$ cat src/rtl/dqc_pkg.sv
`timescale 1ns/1ps
// Package: dqc_pkg
// Shared types and helpers for the default queue layout sequencer.
// Assumes: depth and queue count are positive integers.
package dqc_pkg;

    // Controller states: loading entries, waiting for release, finished.
    typedef enum logic [1:0] {
        ST_LOAD = 2'd0,
        ST_HOLD = 2'd1,
        ST_DONE = 2'd2
    } dqc_state_e;

    // Size of one queue's slice of the shared storage.
    function automatic int dqc_slice(input int depth, input int nq);
        return depth / nq;
    endfunction

endpackage

$ cat src/rtl/dqc_index_ctr.sv
`timescale 1ns/1ps
// Module: dqc_index_ctr
// Counts queue indices from 0 to N-1 and advances once per adv pulse.
// Flags the last index so the controller can leave the load state.
// Assumes: N >= 2, IDX_W = $clog2(N); wrapping after the last index is harmless.
module dqc_index_ctr #(
    parameter int N     = 32,
    parameter int IDX_W = $clog2(N)
) (
    input  logic             clk,
    input  logic             rst_n,
    input  logic             adv,
    output logic [IDX_W-1:0] idx,
    output logic             last
);

    localparam logic [IDX_W-1:0] LAST_IDX = IDX_W'(N - 1);

    assign last = (idx == LAST_IDX);

    // Index register: clear on reset, step or wrap on each advance.
    always_ff @(posedge clk) begin
        if (!rst_n) begin
            idx <= '0;
        end else if (adv) begin
            idx <= last ? '0 : idx + 1'b1;
        end
    end

endmodule

$ cat src/rtl/dqc_span_gen.sv
`timescale 1ns/1ps
// Module: dqc_span_gen
// Produces the first and last storage address of the queue at idx.
// USE_ACC = 1 keeps a running base that grows by one slice per adv.
// USE_ACC = 0 multiplies the index by the slice size.
// Assumes: adv and the index counter step together, from 0 after reset.
module dqc_span_gen #(
    parameter int NUM_QUEUES = 32,
    parameter int MEM_DEPTH  = 4096,
    parameter bit USE_ACC    = 1'b1,
    parameter int IDX_W      = $clog2(NUM_QUEUES),
    parameter int ADDR_W     = $clog2(MEM_DEPTH)
) (
    input  logic              clk,
    input  logic              rst_n,
    input  logic              adv,
    input  logic [IDX_W-1:0]  idx,
    output logic [ADDR_W-1:0] base,
    output logic [ADDR_W-1:0] limit
);
    import dqc_pkg::*;

    localparam int              SLICE   = dqc_slice(MEM_DEPTH, NUM_QUEUES);
    localparam logic [ADDR_W-1:0] SLICE_A = ADDR_W'(SLICE);
    localparam logic [ADDR_W-1:0] SPAN_M1 = ADDR_W'(SLICE - 1);

    generate
        if (USE_ACC) begin : g_acc
            logic [ADDR_W-1:0] acc_q;
            logic              unused_idx;

            assign unused_idx = ^idx;

            // Running base: restart on reset, step one slice per entry.
            always_ff @(posedge clk) begin
                if (!rst_n) begin
                    acc_q <= '0;
                end else if (adv) begin
                    acc_q <= acc_q + SLICE_A;
                end
            end

            assign base = acc_q;
        end else begin : g_mul
            logic unused_ctl;

            assign unused_ctl = ^{clk, rst_n, adv};
            assign base       = ADDR_W'(idx) * SLICE_A;
        end
    endgenerate

    assign limit = base + SPAN_M1;

endmodule

$ cat src/rtl/dqc_ctrl.sv
`timescale 1ns/1ps
// Module: dqc_ctrl
// Sequencing FSM. In LOAD it advances one entry per cycle while the cascade
// input is low. After the last entry it waits in HOLD for the input to be low,
// then enters DONE, where it stays until reset.
// Assumes: last comes from an index counter driven by this adv.
module dqc_ctrl (
    input  logic clk,
    input  logic rst_n,
    input  logic chain_in_n,
    input  logic last,
    output logic adv,
    output logic done
);
    import dqc_pkg::*;

    dqc_state_e state_q, state_d;

    // Advance only while loading and the previous device has released us.
    assign adv = (state_q == ST_LOAD) && !chain_in_n;

    // Next-state selection.
    always_comb begin
        state_d = state_q;
        case (state_q)
            ST_LOAD: if (adv && last)  state_d = ST_HOLD;
            ST_HOLD: if (!chain_in_n)  state_d = ST_DONE;
            ST_DONE:                   state_d = ST_DONE;
            default:                   state_d = ST_LOAD;
        endcase
    end

    // State register with synchronous restart.
    always_ff @(posedge clk) begin
        if (!rst_n) begin
            state_q <= ST_LOAD;
        end else begin
            state_q <= state_d;
        end
    end

    assign done = (state_q == ST_DONE);

endmodule

$ cat src/rtl/dqc_default_seq.sv
`timescale 1ns/1ps
// Module: dqc_default_seq
// Top of the default queue layout sequencer. It writes one pointer table
// entry per queue, then drops the active-low cascade output.
// Assumes: MEM_DEPTH is a multiple of NUM_QUEUES (checked below).
// The table port is registered, so an entry appears one clock after the
// edge that accepted it.
module dqc_default_seq #(
    parameter int NUM_QUEUES  = 32,
    parameter int MEM_DEPTH   = 4096,
    parameter bit SPAN_BY_ACC = 1'b1,
    localparam int IDX_W      = $clog2(NUM_QUEUES),
    localparam int ADDR_W     = $clog2(MEM_DEPTH)
) (
    input  logic              clk,
    input  logic              rst_n,
    input  logic              chain_in_n,
    output logic              chain_out_n,
    output logic              tbl_we,
    output logic [IDX_W-1:0]  tbl_idx,
    output logic [ADDR_W-1:0] tbl_base,
    output logic [ADDR_W-1:0] tbl_limit,
    output logic              cfg_done
);

    // Elaboration check on the layout parameters.
    generate
        if (NUM_QUEUES < 2 || MEM_DEPTH % NUM_QUEUES != 0 || MEM_DEPTH < NUM_QUEUES) begin : g_bad_cfg
            $error("dqc_default_seq: MEM_DEPTH must be a multiple of NUM_QUEUES (>= 2)");
        end
    endgenerate

    logic              adv;
    logic              last;
    logic              done;
    logic [IDX_W-1:0]  idx;
    logic [ADDR_W-1:0] span_base;
    logic [ADDR_W-1:0] span_limit;

    dqc_ctrl u_ctrl (
        .clk        (clk),
        .rst_n      (rst_n),
        .chain_in_n (chain_in_n),
        .last       (last),
        .adv        (adv),
        .done       (done)
    );

    dqc_index_ctr #(
        .N     (NUM_QUEUES),
        .IDX_W (IDX_W)
    ) u_idx (
        .clk   (clk),
        .rst_n (rst_n),
        .adv   (adv),
        .idx   (idx),
        .last  (last)
    );

    dqc_span_gen #(
        .NUM_QUEUES (NUM_QUEUES),
        .MEM_DEPTH  (MEM_DEPTH),
        .USE_ACC    (SPAN_BY_ACC),
        .IDX_W      (IDX_W),
        .ADDR_W     (ADDR_W)
    ) u_span (
        .clk   (clk),
        .rst_n (rst_n),
        .adv   (adv),
        .idx   (idx),
        .base  (span_base),
        .limit (span_limit)
    );

    // Table write port register: capture the entry accepted at this edge.
    always_ff @(posedge clk) begin
        if (!rst_n) begin
            tbl_we    <= 1'b0;
            tbl_idx   <= '0;
            tbl_base  <= '0;
            tbl_limit <= '0;
        end else begin
            tbl_we <= adv;
            if (adv) begin
                tbl_idx   <= idx;
                tbl_base  <= span_base;
                tbl_limit <= span_limit;
            end
        end
    end

    assign chain_out_n = !done;
    assign cfg_done    = done;

endmodule

$ cat config.mk
export PLATFORM = sky130hd
export DESIGN_NAME = dqc_default_seq
export DESIGN_NICKNAME = d
export VERILOG_FILES = /design/src/rtl/dqc_pkg.sv /design/src/rtl/dqc_index_ctr.sv /design/src/rtl/dqc_span_gen.sv /design/src/rtl/dqc_ctrl.sv /design/src/rtl/dqc_default_seq.sv
export SDC_FILE = /design/constraint.sdc
export NUM_CORES = 1
export LEC_CHECK = 0
export BUFFER_PORTS_ARGS = -buffer_cell sky130_fd_sc_hd__buf_4
export CORE_ASPECT_RATIO = 1.75
export CORE_MARGIN = 4
export CORE_UTILIZATION = 35
export CTS_CLUSTER_SIZE = 10
export DETAILED_ROUTE_END_ITERATION = 8
export PLACE_DENSITY = 0.58
export SETUP_SLACK_MARGIN = 0.05
export SLEW_MARGIN = 20
export SYNTH_ARGS = -nofsm -noshare
export SYNTH_HDL_FRONTEND = slang
export SYNTH_SLANG_ARGS = --single-unit
$ cat constraint.sdc
create_clock -name clk -period 1.7 [get_ports clk]
set_clock_uncertainty 0.1 [all_clocks]
set_input_delay 0.085 -clock clk [delete_from_list [all_inputs] [get_ports clk]]
set_output_delay 0.085 -clock clk [all_outputs]
set_load 0.02 [all_outputs]
After elaboration in Yosys (flattened, before gate mapping)
Cells that the tools add are included.
{"block": "totals", "reg_bits": 49, "output_inout_bits": 32, "in_bits": 3, "word_cells": 25}
{"block": "op_classes", "n_reduce_logical": 6, "n_mux": 4, "n_eq_ne": 5, "add_sub_neg": 3}
{"cell": "$add 12x7->12 const B", "n": 1}
{"cell": "$add 12x8->12 const B", "n": 1}
{"cell": "$pmux 2 s3", "n": 1}
{"cell": "$add 5x1->5 const B", "n": 1}
{"cell": "$eq 5x5->1 const B", "n": 1}
{"cell": "$mux 5", "n": 1}
{"cell": "$mux 2", "n": 2}
{"cell": "$ne 2x2->1 const B", "n": 2}
{"cell": "$eq 2x1->1 const B", "n": 1}
{"cell": "$eq 2x2->1 const B", "n": 1}
{"cell": "$logic_and 1x1->1", "n": 2}
{"cell": "$logic_not 1->1", "n": 2}
{"cell": "$logic_not 2->1", "n": 1}
{"cell": "$reduce_and 2->1", "n": 1}

Logic depth before layout (Yosys ltp)
{"block": "depth", "ltp_word": 5, "depth_mapped": 7, "ltp_nobuf": 6}

Modules after synthesis
Synthesis repeated with hierarchy kept, for this count alone.
{"block": "unflattened", "hier_cells": 183, "area_unflattened_um2": 1944.4}
{"module": "dqc_default_seq", "area_each_um2": 1164.9, "n_inst": 1, "seq_area_each_um2": 600.6, "cells_each": 97}
{"module": "dqc_span_gen", "area_each_um2": 375.4, "n_inst": 1, "seq_area_each_um2": 100.1, "cells_each": 44}
{"module": "dqc_index_ctr", "area_each_um2": 244.0, "n_inst": 1, "seq_area_each_um2": 100.1, "cells_each": 25}
{"module": "dqc_ctrl", "area_each_um2": 160.2, "n_inst": 1, "seq_area_each_um2": 40.0, "cells_each": 17}

Worst setup path before layout
Ideal clock, no wire load.
{"block": "synth_path", "kind": "reg-to-reg", "start": "reg u_idx.idx[0]", "end": "reg u_idx.idx[3]", "setup_ns": 0.070, "required_ns": 1.530, "slack_ns": -0.001, "path_stages_with_launch": 6, "path_buffers": 0, "arrival_ns": 1.531, "period_less_slack_ns": 1.701, "path_cell_list": "dfxtp_1 -> ha_1 -> and3_1 -> ha_1 -> or4_1 -> a21boi_1"}
{"block": "synth_between", "elab_chain_cells": 2, "elab_cells_between_ends": 3, "cone_classes": "add/sub: 1; eq/ne: 1; mux: 1"}
{"item": "from (decl)", "line_no": "dqc_index_ctr.sv:13", "rtl": "output logic [IDX_W-1:0] idx,"}
{"item": "from (signal assigned)", "line_no": "dqc_index_ctr.sv:26", "rtl": "idx <= last ? '0 : idx + 1'b1;"}
{"item": "$add 5x1->5 or $eq 5x5->1 (tied branches)", "line_no": "dqc_index_ctr.sv:26, dqc_index_ctr.sv:19"}
{"item": "$mux 5 *", "line_no": "dqc_index_ctr.sv:26"}
Mark *: on every way between the ends. The rest lies on a longest branch, timed or not.
A chain may end at the register's enable or synchronous reset.

Final worst setup path
{"block": "layout_path", "start": "reg u_ctrl.state_q[1]", "end": "reg u_idx.idx[3]"}
{"block": "layout_between", "elab_chain_cells": 2}
{"item": "from (decl)", "line_no": "dqc_ctrl.sv:17", "rtl": "dqc_state_e state_q, state_d;"}
{"item": "from (signal assigned)", "line_no": "dqc_ctrl.sv:38", "rtl": "state_q <= state_d;"}
{"item": "$logic_not 2->1", "line_no": "dqc_ctrl.sv:20", "rtl": "assign adv = (state_q == ST_LOAD) && !chain_in_n;"}
{"item": "$logic_and 1x1->1", "line_no": "dqc_ctrl.sv:20"}
Every way passes these cells.

==> reports/results.ini <==
[power]
switching_power_w = 0.000271
pwr-share-seq_pct = 48.6
ir_worst_vdd_v = 0.000542
combPwrFrac_pct = 11.6
p_sw_share_pct = 22.2
power.density_mw_per_mm2 = 834
leakagePower_nw = 0.601
clockPowerShare_pct = 39.8
p_int_w = 0.000951

[cells_and_area]
fill_cells = 323
final_cells = 198
nets = 166
n_antenna_cell = 0
drive_gt1_share_pct = 28.4
area_growth_pct = 22.1
postLayoutCellArea_mm2 = 0.00147
fin_util_pct = 45.7

[placed_design]
pre_cts_ws_ns = 0.0376
io_buffers = 27
place_congestion = 0.691
place_inst = 194
place_area_mm2 = 0.00135
hpwlAfterDp_um = 1710

[min_path]
hold-path-cell-count = 2
hp-class = input port to flop
worstHoldStart = rst_n
hold_path_end = tbl_limit[6]

[sta]
post-route-period-util_pct = 92.0
period_needed_ns = 1.56
rsz0062_at_grt = false
timing.setup.tns_ns = 0
setup_viol = 0
hold_viol_final = 0
max_freq_mhz = 640
maxSlewViolCount = 0
fin_ws_ns = 0.137

[route]
initialDrtViolationCount = 6
drc_errors = 0
wire_per_inst_um = 11.4
ant_nets = 0
vias_per_cell = 4.47
num_vias = 886
dr.pass1.iters = 2
wl_um = 2270

[clocking]
clock_sinks = 24
htree_num_levels = 1
cts_tree = built
path_clk_slew_ns = 0.09
clk_latency_ns = 0.26
hold_buffers = 0
clock_path_buffers = 2
cts_root_buffer = clkbuf_8
cts_buffers = 3

[floorplan]
die_area_mm2 = 0.00447
io_pins = 35
core_area_mm2 = 0.00321
row_count = 27
die-width_um = 52.3
start_util_pct = 37.4
die_y_um = 85.5

[setup_path]
cp_data_required_time_ns = 1.79
critPathTopFamily = simple AND/OR/NAND/NOR gates
max_stage_delay_ns = 0.49
rrSetupSlack_ns = 0.14
worstPathMaxFanout = 5
cp_data_arrival_time_ns = 1.66
reg2reg_depth = 5
rr_startpoint = u_ctrl.state_q[1]
critPathLaunchType = flop
path_class = flop to flop
r2r_end = u_idx.idx[3]
crit_chain = inv_1, ha_4, nand2b_1, or4_1, a21boi_1
cp_num_buf_inv = 1
endpoint_kind = flop
cp_slowest_cell = or4_1

[global_routing]
grt_max_degree = 29
grt.overflow.total = 0
grt_pass1_vias = 845
grt_use_total_pct = 10.5
grt_pass1_wl_um = 3740
antenna_found_initial = 0

[logic_synthesis]
netlist_instances = 138
yosysSeqAreaShare_pct = 40.0
yosys_warnings = 0
ys_types = 28
syn-mean-instance-area_um2 = 8.69
ys_seq_elements = 24
synth_area_mm2 = 0.00120

[status]
outcome = finished clean

[flow_run]
drv_cap = 0

-- metal layers --
| metal | track usage (%) | up-vias | part of all wire, % |
|---|---|---|---|
| met1 | 11.1 | 410 | 40 |
| met2 | 19.9 | 19 | 54 |
| met5 | 0 | - | 0 |
| met4 | 3.49 | 0 | 0.97 |
| li1 | - | 455 | - |
| met3 | 1.93 | 2 | 5.1 |
-- synth_stat cells --
library cell	n	area [µm²]
or3_1	1	6.26
buf_4	18	135
conb_1	1	3.75
buf_2	3	15.0
and2_1	3	18.8
xnor2_1	2	17.5
a21boi_1	1	7.51
nor2_1	1	3.75
o21ai_0	2	10.0
nand2_1	33	124
buf_6	1	11.3
inv_1	4	15.0
nand4_1	2	12.5
a31oi_1	1	6.26
dfxtp_1	24	480
a21oi_1	1	5.00
nand4b_1	1	8.76
and3_1	1	6.26
o21a_1	2	15.0
clkbuf_1	3	11.3
and2b_1	1	7.51
nand3_1	1	5.00
mux2i_1	4	40.0
nand3b_1	1	7.51
ha_1	7	87.6
or4_1	1	7.51
nand2b_1	3	18.8
a21boi_0	15	113
-- through the flow --
stage / total power (W) / hold WS (ns)
after floorplan: 0.000722 / 0.297
after global placement: 0.000741 / 0.351
after detailed placement: 0.000745 / 0.359
after CTS: 0.00124 / 0.0771
after global routing: 0.00128 / 0.0853
final: 0.00122 / 0.0770
-- worst max path at each step --
stage | from | end | slack [ns] | depth (start not counted)
after global routing | u_ctrl.state_q[1] | u_idx.idx[3] | 0.04 | 5
after detailed placement | u_idx.idx[0] | u_idx.idx[3] | 0.04 | 5
after global placement | u_idx.idx[0] | u_idx.idx[3] | 0.08 | 5
after CTS | u_ctrl.state_q[1] | tbl_idx[3] | 0.06 | 6
final | u_ctrl.state_q[1] | u_idx.idx[3] | 0.14 | 5
after floorplan | u_idx.idx[0] | u_idx.idx[3] | 0.06 | 5
-- cells in the final DEF (no fill, tap or decap), drive strengths merged --
cell type,n
bufinv,1
nor2,1
nand3,1
clkbuf,3
buf,32
nand3b,1
nand4b,1
mux2i,4
nand4,2
or3,1
a21boi,16
ha,7
xnor2,2
nand2,33
a31oi,1
and3,1
inv,4
o21ai,2
or4,1
o21a,2
and2b,1
nand2b,3
dfxtp,24
conb,7
and2,3
a21oi,1
-- cell type report --
cell class,instances,area [µm²],share of cell area [%]
Multi-Input combinational cell,91,598,40.8
Sequential cell,24,483,33.0
Timing Repair Buffer,32,244,16.7
Tap cell,43,53.8,3.67
Clock buffer,3,41.3,2.82
Clock inverter,1,30.0,2.05
Inverter,4,15.0,1.02
-- logic make-up (layout without fill, tap and decap cells) --
logic type,Yosys count,count (layout),synth area share [%]
other,1,7,0.313
XOR/XNOR,2,2,1.46
adder cells (fa/ha/maj),7,7,7.30
AND/OR/NAND/NOR,49,49,18.9
multiplexers,4,4,3.34
flip-flops,24,24,40.0
buffers and inverters,29,40,15.6
AO/OA/AOI/OAI,22,22,13.0
-- power groups by stage --
stage	Combinational (W)	Clock, W	Sequential, W
6_report	0.000142	0.000487	0.000593
5_1_grt	0.000155	0.000527	0.000597
4_1_cts	0.000141	0.000503	0.000594
3_5_place_dp	0.000140	0	0.000605
3_3_place_gp	0.000138	0	0.000603
2_1_floorplan	0.000109	0	0.000613
-- sequential cells by signal (all words and copies together) (netlist names) --
| name | count |
|---|---|
| tbl_we | 1 |
| u_span.base | 5 |
| tbl_idx | 5 |
| tbl_limit | 5 |
| u_idx.idx | 5 |
| u_ctrl.state_q | 2 |
| tbl_base | 1 |
-- worst reg2reg max path: stages, from the launching register on --
cell      delay (ns)
dfxtp_1         0.33
inv_1           0.14
ha_4            0.17
nand2b_1        0.12
or4_1           0.49
a21boi_1        0.15
-- repair_timing --
action / in CTS / in global routing
pin swaps: 2 / 0
resized for setup: 5 / 5
endpoints found under the setup margin: 1 / 18
buffers inserted: 0 / 0
(Power assumes the default switching activity.)
